File: src/rtl/fault_mgr_pkg.sv
package fault_mgr_pkg;
  localparam int NUM_CH = 6;
  localparam int CH_OC   = 0;
  localparam int CH_OV   = 1;
  localparam int CH_UV   = 2;
  localparam int CH_OT   = 3;
  localparam int CH_WARN = 4;
  localparam int CH_IF   = 5;

  typedef struct packed {
    logic en;
    logic hiz;
    logic retry;
    logic slow;
  } resp_t;

  function automatic int unsigned base_ticks(logic [1:0] sel);
    case (sel)
      2'd0: return 1;
      2'd1: return 2;
      2'd2: return 4;
      default: return 10;
    endcase
  endfunction

  function automatic resp_t retry_resp(logic slow);
    resp_t r;
    r.en = 1'b1; r.hiz = 1'b1; r.retry = 1'b1; r.slow = slow;
    return r;
  endfunction

  function automatic resp_t hold_resp(logic hiz);
    resp_t r;
    r.en = 1'b1; r.hiz = hiz; r.retry = 1'b0; r.slow = 1'b0;
    return r;
  endfunction

  localparam resp_t OFF_RESP = '0;
endpackage

File: src/rtl/fault_mgr_prescaler.sv
module fault_mgr_prescaler #(
  parameter int TICK_DIV = 1000
) (
  input  logic clk_i,
  input  logic rst_ni,
  output logic tick_o
);
  generate
    if (TICK_DIV <= 1) begin : g_direct
      assign tick_o = 1'b1;
    end else begin : g_div
      localparam int CW = $clog2(TICK_DIV);
      logic [CW-1:0] cnt_q;
      logic          wrap;
      assign wrap = (cnt_q == CW'(TICK_DIV - 1));
      always_ff @(posedge clk_i or negedge rst_ni) begin
        if (!rst_ni)   cnt_q <= '0;
        else if (wrap) cnt_q <= '0;
        else           cnt_q <= cnt_q + 1'b1;
      end
      assign tick_o = wrap;
    end
  endgenerate
endmodule

File: src/rtl/fault_mgr_decode.sv
module fault_mgr_decode
  import fault_mgr_pkg::*;
(
  input  logic [2:0] oc_mode_i,
  input  logic [1:0] ov_mode_i,
  input  logic [1:0] uv_mode_i,
  input  logic [1:0] ot_mode_i,
  input  logic [1:0] warn_mode_i,
  input  logic       if_mode_i,
  output resp_t      resp_o [NUM_CH]
);
  function automatic resp_t dec_two(logic [1:0] m);
    case (m)
      2'd0:    return retry_resp(1'b1);
      2'd1:    return retry_resp(1'b0);
      default: return hold_resp(1'b1);  // reserved: safe stop, clear only
    endcase
  endfunction

  always_comb begin
    case (oc_mode_i)
      3'd0:    resp_o[CH_OC] = retry_resp(1'b1);
      3'd1:    resp_o[CH_OC] = retry_resp(1'b0);
      3'd3:    resp_o[CH_OC] = hold_resp(1'b0);
      default: resp_o[CH_OC] = hold_resp(1'b1);
    endcase
    resp_o[CH_OV] = dec_two(ov_mode_i);
    resp_o[CH_UV] = dec_two(uv_mode_i);
    resp_o[CH_OT] = dec_two(ot_mode_i);
    case (warn_mode_i)
      2'd0:    resp_o[CH_WARN] = retry_resp(1'b1);
      2'd1:    resp_o[CH_WARN] = retry_resp(1'b0);
      2'd2:    resp_o[CH_WARN] = hold_resp(1'b0);
      default: resp_o[CH_WARN] = OFF_RESP;
    endcase
    resp_o[CH_IF] = if_mode_i ? OFF_RESP : hold_resp(1'b0);
  end
endmodule

File: src/rtl/fault_mgr_chan.sv
module fault_mgr_chan
  import fault_mgr_pkg::*;
#(
  parameter int TMR_W = 16
) (
  input  logic             clk_i,
  input  logic             rst_ni,
  input  logic             fault_i,
  input  logic             clr_i,
  input  logic             tick_i,
  input  resp_t            resp_i,
  input  logic [TMR_W-1:0] target_i,
  output logic             raw_o,
  output logic             latched_o,
  output logic             set_o
);
  logic             raw_q, lat_q;
  logic [TMR_W-1:0] cnt_q;
  logic             run, expire;

  assign set_o  = resp_i.en & fault_i;
  assign run    = raw_q & resp_i.retry;
  assign expire = run & tick_i & (cnt_q == target_i - 1'b1);

  always_ff @(posedge clk_i or negedge rst_ni) begin
    if (!rst_ni) begin
      raw_q <= 1'b0;
      lat_q <= 1'b0;
      cnt_q <= '0;
    end else begin
      // set dominates clear and retry
      if (set_o)                  raw_q <= 1'b1;
      else if (clr_i)             raw_q <= 1'b0;
      else if (expire)            raw_q <= 1'b0;

      if (set_o)                  lat_q <= 1'b1;
      else if (clr_i)             lat_q <= 1'b0;

      // restart on expiry whether or not the fault is gone
      if (!run || expire)         cnt_q <= '0;
      else if (tick_i)            cnt_q <= cnt_q + 1'b1;
    end
  end

  assign raw_o     = raw_q;
  assign latched_o = lat_q;
endmodule

File: src/rtl/fault_mgr.sv
module fault_mgr
  import fault_mgr_pkg::*;
#(
  parameter int TICK_DIV   = 50000,
  parameter int SLOW_SCALE = 1000
) (
  input  logic              clk_i,
  input  logic              rst_ni,
  input  logic [NUM_CH-1:0] fault_i,
  input  logic              clr_i,
  input  logic [2:0]        oc_mode_i,
  input  logic [1:0]        ov_mode_i,
  input  logic [1:0]        uv_mode_i,
  input  logic [1:0]        ot_mode_i,
  input  logic [1:0]        warn_mode_i,
  input  logic              if_mode_i,
  input  logic [1:0]        slow_sel_i,
  input  logic [1:0]        fast_sel_i,
  output logic [NUM_CH-1:0] raw_o,
  output logic [NUM_CH-1:0] latched_o,
  output logic              fault_sum_o,
  output logic              por_o,
  output logic              fault_no,
  output logic              pd_hiz_o
);
  localparam int TMR_W = $clog2(10 * SLOW_SCALE + 1);

  logic              tick;
  resp_t             resp [NUM_CH];
  logic [TMR_W-1:0]  slow_tgt, fast_tgt;
  logic [NUM_CH-1:0] set_vec, en_vec, hiz_vec;
  logic              sum_q, por_q;

  fault_mgr_prescaler #(.TICK_DIV(TICK_DIV)) u_presc (
    .clk_i (clk_i),
    .rst_ni(rst_ni),
    .tick_o(tick)
  );

  fault_mgr_decode u_dec (
    .oc_mode_i  (oc_mode_i),
    .ov_mode_i  (ov_mode_i),
    .uv_mode_i  (uv_mode_i),
    .ot_mode_i  (ot_mode_i),
    .warn_mode_i(warn_mode_i),
    .if_mode_i  (if_mode_i),
    .resp_o     (resp)
  );

  always_comb begin
    slow_tgt = TMR_W'(base_ticks(slow_sel_i) * SLOW_SCALE);
    fast_tgt = TMR_W'(base_ticks(fast_sel_i));
  end

  for (genvar k = 0; k < NUM_CH; k++) begin : g_ch
    fault_mgr_chan #(.TMR_W(TMR_W)) u_chan (
      .clk_i    (clk_i),
      .rst_ni   (rst_ni),
      .fault_i  (fault_i[k]),
      .clr_i    (clr_i),
      .tick_i   (tick),
      .resp_i   (resp[k]),
      .target_i (resp[k].slow ? slow_tgt : fast_tgt),
      .raw_o    (raw_o[k]),
      .latched_o(latched_o[k]),
      .set_o    (set_vec[k])
    );
    assign en_vec[k]  = resp[k].en;
    assign hiz_vec[k] = resp[k].hiz;
  end

  always_ff @(posedge clk_i or negedge rst_ni) begin
    if (!rst_ni) begin
      sum_q <= 1'b0;
      por_q <= 1'b1;
    end else begin
      if (|set_vec)   sum_q <= 1'b1;
      else if (clr_i) sum_q <= 1'b0;
      if (clr_i)      por_q <= 1'b0;
    end
  end

  assign fault_sum_o = sum_q;
  assign por_o       = por_q;
  assign fault_no    = ~|(en_vec & (raw_o | latched_o));
  assign pd_hiz_o    = |(hiz_vec & raw_o);
endmodule

File: config.mk
export PLATFORM = sky130hd
export DESIGN_NAME = fault_mgr
export DESIGN_NICKNAME = d
export VERILOG_FILES = /design/src/rtl/fault_mgr_pkg.sv /design/src/rtl/fault_mgr_prescaler.sv /design/src/rtl/fault_mgr_decode.sv /design/src/rtl/fault_mgr_chan.sv /design/src/rtl/fault_mgr.sv
export SDC_FILE = /design/constraint.sdc
export NUM_CORES = 1
export LEC_CHECK = 0
export ABC_CLOCK_PERIOD_IN_PS = 3400
export BUFFER_PORTS_ARGS = -buffer_cell sky130_fd_sc_hd__buf_4
export CORE_MARGIN = 8
export CORE_UTILIZATION = 45
export CTS_CLUSTER_SIZE = 8
export DETAILED_ROUTE_END_ITERATION = 10
export HOLD_SLACK_MARGIN = 0.15
export PLACE_DENSITY = 0.61
export SLEW_MARGIN = 30
export SYNTH_ARGS = -nofsm -noshare
export SYNTH_HDL_FRONTEND = slang
export SYNTH_HIERARCHICAL = 1
export SYNTH_SLANG_ARGS = --single-unit
File: constraint.sdc
create_clock -name clk_i -period 3.4 [get_ports clk_i]
set_input_delay 0.85 -clock clk_i [delete_from_list [all_inputs] [get_ports clk_i]]
set_output_delay 0.85 -clock clk_i [all_outputs]
set_load 0.05 [all_outputs]
# [Word-level counts from Yosys, hierarchy flattened]
# Cells that the tools add are included.
[totals] out_inout_bits=16 in_bits=25 wordCells=175 regBits=114
[classes] n_reduce_logical=42 mul=1 eq_ne=18 add_sub_neg=13 bitwise=27 mux=53
[op_table] cell="$mux 14" count=18
[op_table] cell="$add 14x1->14 const B" count=6
[op_table] cell="$eq 14x14->1" count=6
[op_table] cell="$sub 14x1->14 const B" count=6
[op_table] cell="$pmux 4 s3" count=3
[op_table] cell="$mul 32x7->11 const B" count=1
[op_table] cell="$mux 1" count=26
[op_table] cell="$reduce_bool 2->1" count=13
[op_table] cell="$and 1x1->1" count=20
[op_table] cell="$reduce_bool 3->1" count=6
[op_table] cell="$reduce_or 6->1" count=3
[op_table] cell="$add 16x1->16 const B" count=1
[op_table] cell="$eq 16x16->1 const B" count=1
[op_table] cell="$mux 16" count=1
[op_table] cell="$and 6x6->6" count=2
[op_table] cell="$eq 2x1->1 const B" count=6
[op_table] cell="$logic_not 2->1" count=6
[op_table] cell="$pmux 2 s2" count=3
[op_table] cell="$pmux 3 s3" count=1
[op_table] cell="$logic_not 1->1" count=7
[op_table] cell="$eq 2x2->1 const B" count=3
[op_table] cell="$logic_or 1x1->1" count=6
[op_table] cell="$or 6x6->6" count=1
[op_table] cell="$and 1x1->1 const A" count=4
[op_table] cell="other kinds (4)" count=4

# [Logic depth before layout (Yosys ltp)]
[depth] depth_word=10 depth_mapped=14 depth_no_buf=13

# [Hierarchy]
# Netlist, hierarchy kept.
[modules_own_cells] module="fault_mgr_chan" instances=6 area_per_inst_um2=1308.8 cells_per_inst=149 seq_area_each_um2=400.4
[modules_own_cells] module="fault_mgr" instances=1 area_per_inst_um2=1092.3 cells_per_inst=162 seq_area_each_um2=51.3
[modules_own_cells] module="fault_mgr_prescaler" instances=1 area_per_inst_um2=762.0 cells_per_inst=67 seq_area_each_um2=400.4
[modules_own_cells] module="fault_mgr_decode" instances=1 area_per_inst_um2=148.9 cells_per_inst=26 seq_area_each_um2=0.0

# [Worst setup path before layout]
# OpenSTA, ideal clock, no wires.
[synth_timing] path_type="input to register" from="input port slow_sel_i[0]" to="register g_ch[0].u_chan.cnt_q[10]" setup_time_ps=136 t_arrival_ps=4040 required_ps=3264 n_path_buf=1 slack_ps=-776 path_stages=14 cell_sequence="inv_1 ha_1 ha_1 ha_1 o21bai_2 xor2_2 nor2b_1 or4_4 or4_1 a21oi_2 o221ai_2 nor4_4 buf_6 nor3_1"
[synth_via] elab_chain_cells=9 word_cells_on_any_way=12 classes_between="add/sub: 1; mul: 1; eq/ne: 3; mux: 3; bitwise: 1; reduce/logical: 3"
[synth_rtl] element="from (decl)" line_no="fault_mgr.sv:17" rtl="input logic [1:0] slow_sel_i,"
[synth_rtl] element="$eq 2x2->1 (tied with other cells)" line_no="fault_mgr_pkg.sv:18" rtl="case (sel)"
[synth_rtl] element="$pmux 4 s3 (*)" line_no="fault_mgr_pkg.sv:18"
[synth_rtl] element="$mul 32x7->11 (*)" line_no="fault_mgr.sv:51" rtl="slow_tgt = TMR_W'(base_ticks(slow_sel_i) * SLOW_SCALE);"
[synth_rtl] element="$mux 14 (*)" line_no="fault_mgr.sv:63" rtl=".target_i (resp[k].slow ? slow_tgt : fast_tgt),"
[synth_rtl] element="$sub 14x1->14 (*)" line_no="fault_mgr_chan.sv:23" rtl="assign expire = run & tick_i & (cnt_q == target_i - 1'b1);"
[synth_rtl] element="$eq 14x14->1 (*)" line_no="fault_mgr_chan.sv:23"
[synth_rtl] element="$and 1x1->1 (*)" line_no="fault_mgr_chan.sv:23"
[synth_rtl] element="$logic_or 1x1->1 (*)" line_no="fault_mgr_chan.sv:40" rtl="if (!run || expire) cnt_q <= '0;"
[synth_rtl] element="$mux 14 / $reduce_bool 2->1 (equally long branches)"
[synth_rtl] element="to (signal assigned)" line_no="fault_mgr_chan.sv:41" rtl="else if (tick_i) cnt_q <= cnt_q + 1'b1;"
[synth_rtl] element="to (decl)" line_no="fault_mgr_chan.sv:18" rtl="logic [TMR_W-1:0] cnt_q;"
# Every way passes the cells marked *; elsewhere a longest branch is shown, timed or not.
# A chain may end at the register's enable or synchronous reset.

# [Final worst setup path]
[layout_timing] from="input port slow_sel_i[0]" to="register g_ch[3].u_chan.cnt_q[3]"
[layout_via] elab_chain_cells=9 word_cells_on_any_way=12 classes_between="add/sub: 1; mul: 1; eq/ne: 3; mux: 3; bitwise: 1; reduce/logical: 3"
[layout_rtl] element="$eq 2x2->1 (tied with other cells)" line_no="fault_mgr_pkg.sv:18"
[layout_rtl] element="$pmux 4 s3 (*)" line_no="fault_mgr_pkg.sv:18"
[layout_rtl] element="$mul 32x7->11 (*)" line_no="fault_mgr.sv:51"
[layout_rtl] element="$mux 14 (*)" line_no="fault_mgr.sv:63"
[layout_rtl] element="$sub 14x1->14 (*)" line_no="fault_mgr_chan.sv:23"
[layout_rtl] element="$eq 14x14->1 (*)" line_no="fault_mgr_chan.sv:23"
[layout_rtl] element="$and 1x1->1 (*)" line_no="fault_mgr_chan.sv:23"
[layout_rtl] element="$logic_or 1x1->1 (*)" line_no="fault_mgr_chan.sv:40"
[layout_rtl] element="$mux 14 / $reduce_bool 2->1 (equally long branches)"
[layout_rtl] element="to (signal assigned)" line_no="fault_mgr_chan.sv:41"
[layout_rtl] element="to (decl)" line_no="fault_mgr_chan.sv:18"
# Marks and branches as above.

==> flow_metrics.env <==
export IMPL_outcome="finished, violations left"
export IMPL_violations="negative setup slack"
export IMPL_synth_area_per_cell_um2=8.58
export IMPL_antenna_found_initial=0
export IMPL_grt_max_degree=47
export IMPL_dieArea_mm2=0.0269
export IMPL_setup_viol=71
export IMPL_max_clock_freq_ghz=0.275
export IMPL_drt_wl_total_mm=27.7
export IMPL_grt_pass1_vias=8725
export IMPL_reg2reg_from="u_presc/g_div.cnt_q[0]"
export IMPL_vias_per_cell=5.55
export IMPL_vias=8915
export IMPL_synth_top_area_share_pct=28.7
export IMPL_ys_types=68
export IMPL_relSlewSlack_pct=45.9
export IMPL_synth_compound_area_share_pct=12.1
export IMPL_fin_ws_ns=-0.237
export IMPL_ys_warn_count=6
export IMPL_dr_first_iter_drc_count=491
export IMPL_syn_to_final_growth_pct=30.5
export IMPL_first_pass_iters=7
export IMPL_finalCritPeriodShare_pct=107
export IMPL_portBuffers=40
export IMPL_crit_path_start_kind="input pin"
export IMPL_synthXorXnorAreaFrac_pct=17.2
export IMPL_drc=0
export IMPL_clk_path_buf_depth=2
export IMPL_postSynth_asyncResetShare_pct=100
export IMPL_rsz0062_at_grt="true"
export IMPL_worstRegToRegCells=11
export IMPL_p_per_area_mw_per_mm2=351
export IMPL_syn_area_mm2=0.00986
export IMPL_gp_congestion=0.847
export IMPL_place_inst=1551
export IMPL_rr_endpoint="g_ch[4].u_chan/cnt_q[13]"
export IMPL_antenna_left=0
export IMPL_synth_top_family_by_area="simple AND/OR/NAND/NOR gates"
export IMPL_synthSimpleGateAreaFrac_pct=31.9
export IMPL_ctsHoldBuffers=0
export IMPL_p_leak_uw=0.00518
export IMPL_fp_coreArea_mm2=0.0217
export IMPL_syn_inst=1149
export IMPL_clk_pin_slew_ns=0.06
export IMPL_cts_sinks=114
export IMPL_worst_pin_slew_ns=0.810
export IMPL_grtUsageTotal_pct=20.5
export IMPL_ys_top_cells_by_area="dfrtp_1 (29%), xnor2_1 (9.4%), xor2_1 (7.6%)"
export IMPL_finalMaxSlewViolations=0
export IMPL_fillers=1849
export IMPL_synth_ff_type="dfrtp_1"
export IMPL_clockRootBuffer="clkbuf_16"
export IMPL_synth_mux_area_share_pct=0.711
export IMPL_cts_buffers_inserted=17
export IMPL_cts_tree="built"
export IMPL_synth_most_common_cell="dfrtp_1"
export IMPL_hold_path_class="input pin to asynchronous set/reset pin"
export IMPL_finish_net_count=1362
export IMPL_rows=54
export IMPL_grt_ovfl_total=0
export IMPL_yosys_area_share_adder_pct=3.05
export IMPL_synth_seq_cells=114
export IMPL_yosysSeqAreaShare_pct=29.0
export IMPL_synthTopCellsByCount="dfrtp_1 (113), nor3_1 (108), xnor2_1 (106), xor2_1 (86), nor2_1 (80)"
export IMPL_end_kind="register"
export IMPL_vdd_drop_max_mv=0.303
export IMPL_final_min_clock_period_ns=3.64
export IMPL_setup_worst_path_class="input pin to register"
export IMPL_ios=41
export IMPL_die_w_um=164
export IMPL_wl_per_cell_um=17.2
export IMPL_hold_viol_final=0
export IMPL_n_antenna_cell=0
export IMPL_place_hpwl_mm=19.8
export IMPL_p_total_uw=4520
export IMPL_clock_latency_ns=0.43
export IMPL_fin_cells=1606
export IMPL_synth_area_leader_cell="dfrtp_1"
export IMPL_synth_edf_count=0
export IMPL_grt_pass1_wl_mm=44.4
export IMPL_layout_drive_gt1_share_pct=29.7
export IMPL_cts_max_level=4
export IMPL_cp_required_ns=3.68
export IMPL_rrSetupSlack_ns=0.50
export IMPL_cp_arrival_ns=3.92
export IMPL_cp_max_fo=7
export IMPL_maxCapViolations=0
export IMPL_die_h_um=164
export IMPL_start_util_pct=45.4
export IMPL_worst_clock_skew_ns=0.0176
## logic make-up after synthesis
kind of cell,count (synthesis)
fa+ha+maj,24
compound gates,162
mux,7
flops,114
other cells,2
simple gates,546
buf+inv,101
xor+xnor,193
## layout make-up
cell class	count	area [um^2]	area share, %
multi-input combinational	942	7160	55.7
clock inverter	14	203	1.58
clock buffer	18	439	3.41
timing repair buffer	198	1680	13.0
tap	280	350	2.72
sequential	114	2850	22.2
inverter	40	175	1.36
## cell usage in the layout, fill, tap and decap left out, drive strengths merged, types with 7 or more instances in the layout
cell    instances
nand2b         15
or3            12
buf           195
a22oi          10
a21oi          22
nor2           80
and3            8
nor4           25
nand4          28
nand3b          7
conb           10
nor4b           7
xor2           87
xnor2         106
o311ai         12
nor2b          44
or4            12
and3b           7
mux2i           7
a31oi           7
and2           33
dfrtp         113
a31o            7
clkbuf         21
o21ai          60
inv            44
ha             24
nand3          53
nand2          67
nor3          121
## state kept, by name (all words and copies together) (netlist names)
name,cells
g_ch.u_chan/raw_o,6
u_presc/g_div.cnt_q,16
g_ch.u_chan/latched_o,6
por_o,1
fault_sum_o,1
g_ch.u_chan/cnt_q,84
## what timing repair did
action | 4_1_cts | 5_1_grt
buffers inserted | 7 | 16
pin swaps | 17 | 36
endpoints found under the hold margin | 0 | 0
cloned | 1 | 2
resized for setup | 30 | 70
setup endpoints to repair | 75 | 75
## routing by layer
layer  track usage [%]  vias up  part of all wire [%]
met3              3.93       33                   3.8
met2              34.5      144                    49
li1                  -     4427                     -
met4              6.40        0                   1.9
met5                 0        -                     0
met1              26.2     4311                    45
## power by group
group | internal (uW) | switching [uW] | total (uW) | leakage, uW
combinational | 490 | 639 | 1130 | 0.00332
clock | 1260 | 738 | 2000 | 0.000312
sequential | 1370 | 24.3 | 1390 | 0.00155
total | 3120 | 1400 | 4520 | 0.00518
## metrics by stage
step                      utilization, %  cell area (um^2)  setup TNS, ns  hold slack [ns]  setup WS, ns
final                               59.3             12900         -12.19            0.399        -0.237
after global routing                59.3             12900         -18.85            0.429        -0.332
after CTS                           56.9             12300          -8.14            0.414        -0.148
after detailed placement            52.8             11400         -54.64            0.478        -0.767
after global placement              52.8             11400         -54.16            0.474        -0.751
after floorplan                        -             10100         -31.52            0.445        -0.497
## how the worst max path moves through the flow
| stage | startpoint | end | slack (ns) | cells after the start |
|---|---|---|---|---|
| final | slow_sel_i[0] | g_ch[3].u_chan/cnt_q[3] | -0.24 | 18 |
| after global placement | slow_sel_i[1] | g_ch[3].u_chan/cnt_q[7] | -0.75 | 15 |
| after detailed placement | slow_sel_i[1] | g_ch[1].u_chan/cnt_q[9] | -0.77 | 15 |
| after CTS | slow_sel_i[0] | g_ch[3].u_chan/cnt_q[8] | -0.15 | 16 |
| after floorplan | slow_sel_i[1] | g_ch[0].u_chan/cnt_q[10] | -0.50 | 14 |
| after global routing | slow_sel_i[0] | g_ch[3].u_chan/cnt_q[3] | -0.33 | 18 |
## worst max-delay path, stage by stage
cell	delay (ns)
buf_12	0.11
inv_12	0.03
ha_4	0.16
ha_4	0.24
ha_4	0.17
and2b_2	0.21
buf_6	0.14
o311ai_4	0.26
nand2_2	0.14
nor4_4	0.35
buf_4	0.16
a41oi_1	0.12
xnor2_1	0.28
o221ai_2	0.15
nor4_4	0.14
buf_4	0.18
clkbuf_16	0.15
nor3_1	0.05
No activity file was read; power rests on OpenSTA's default activity.
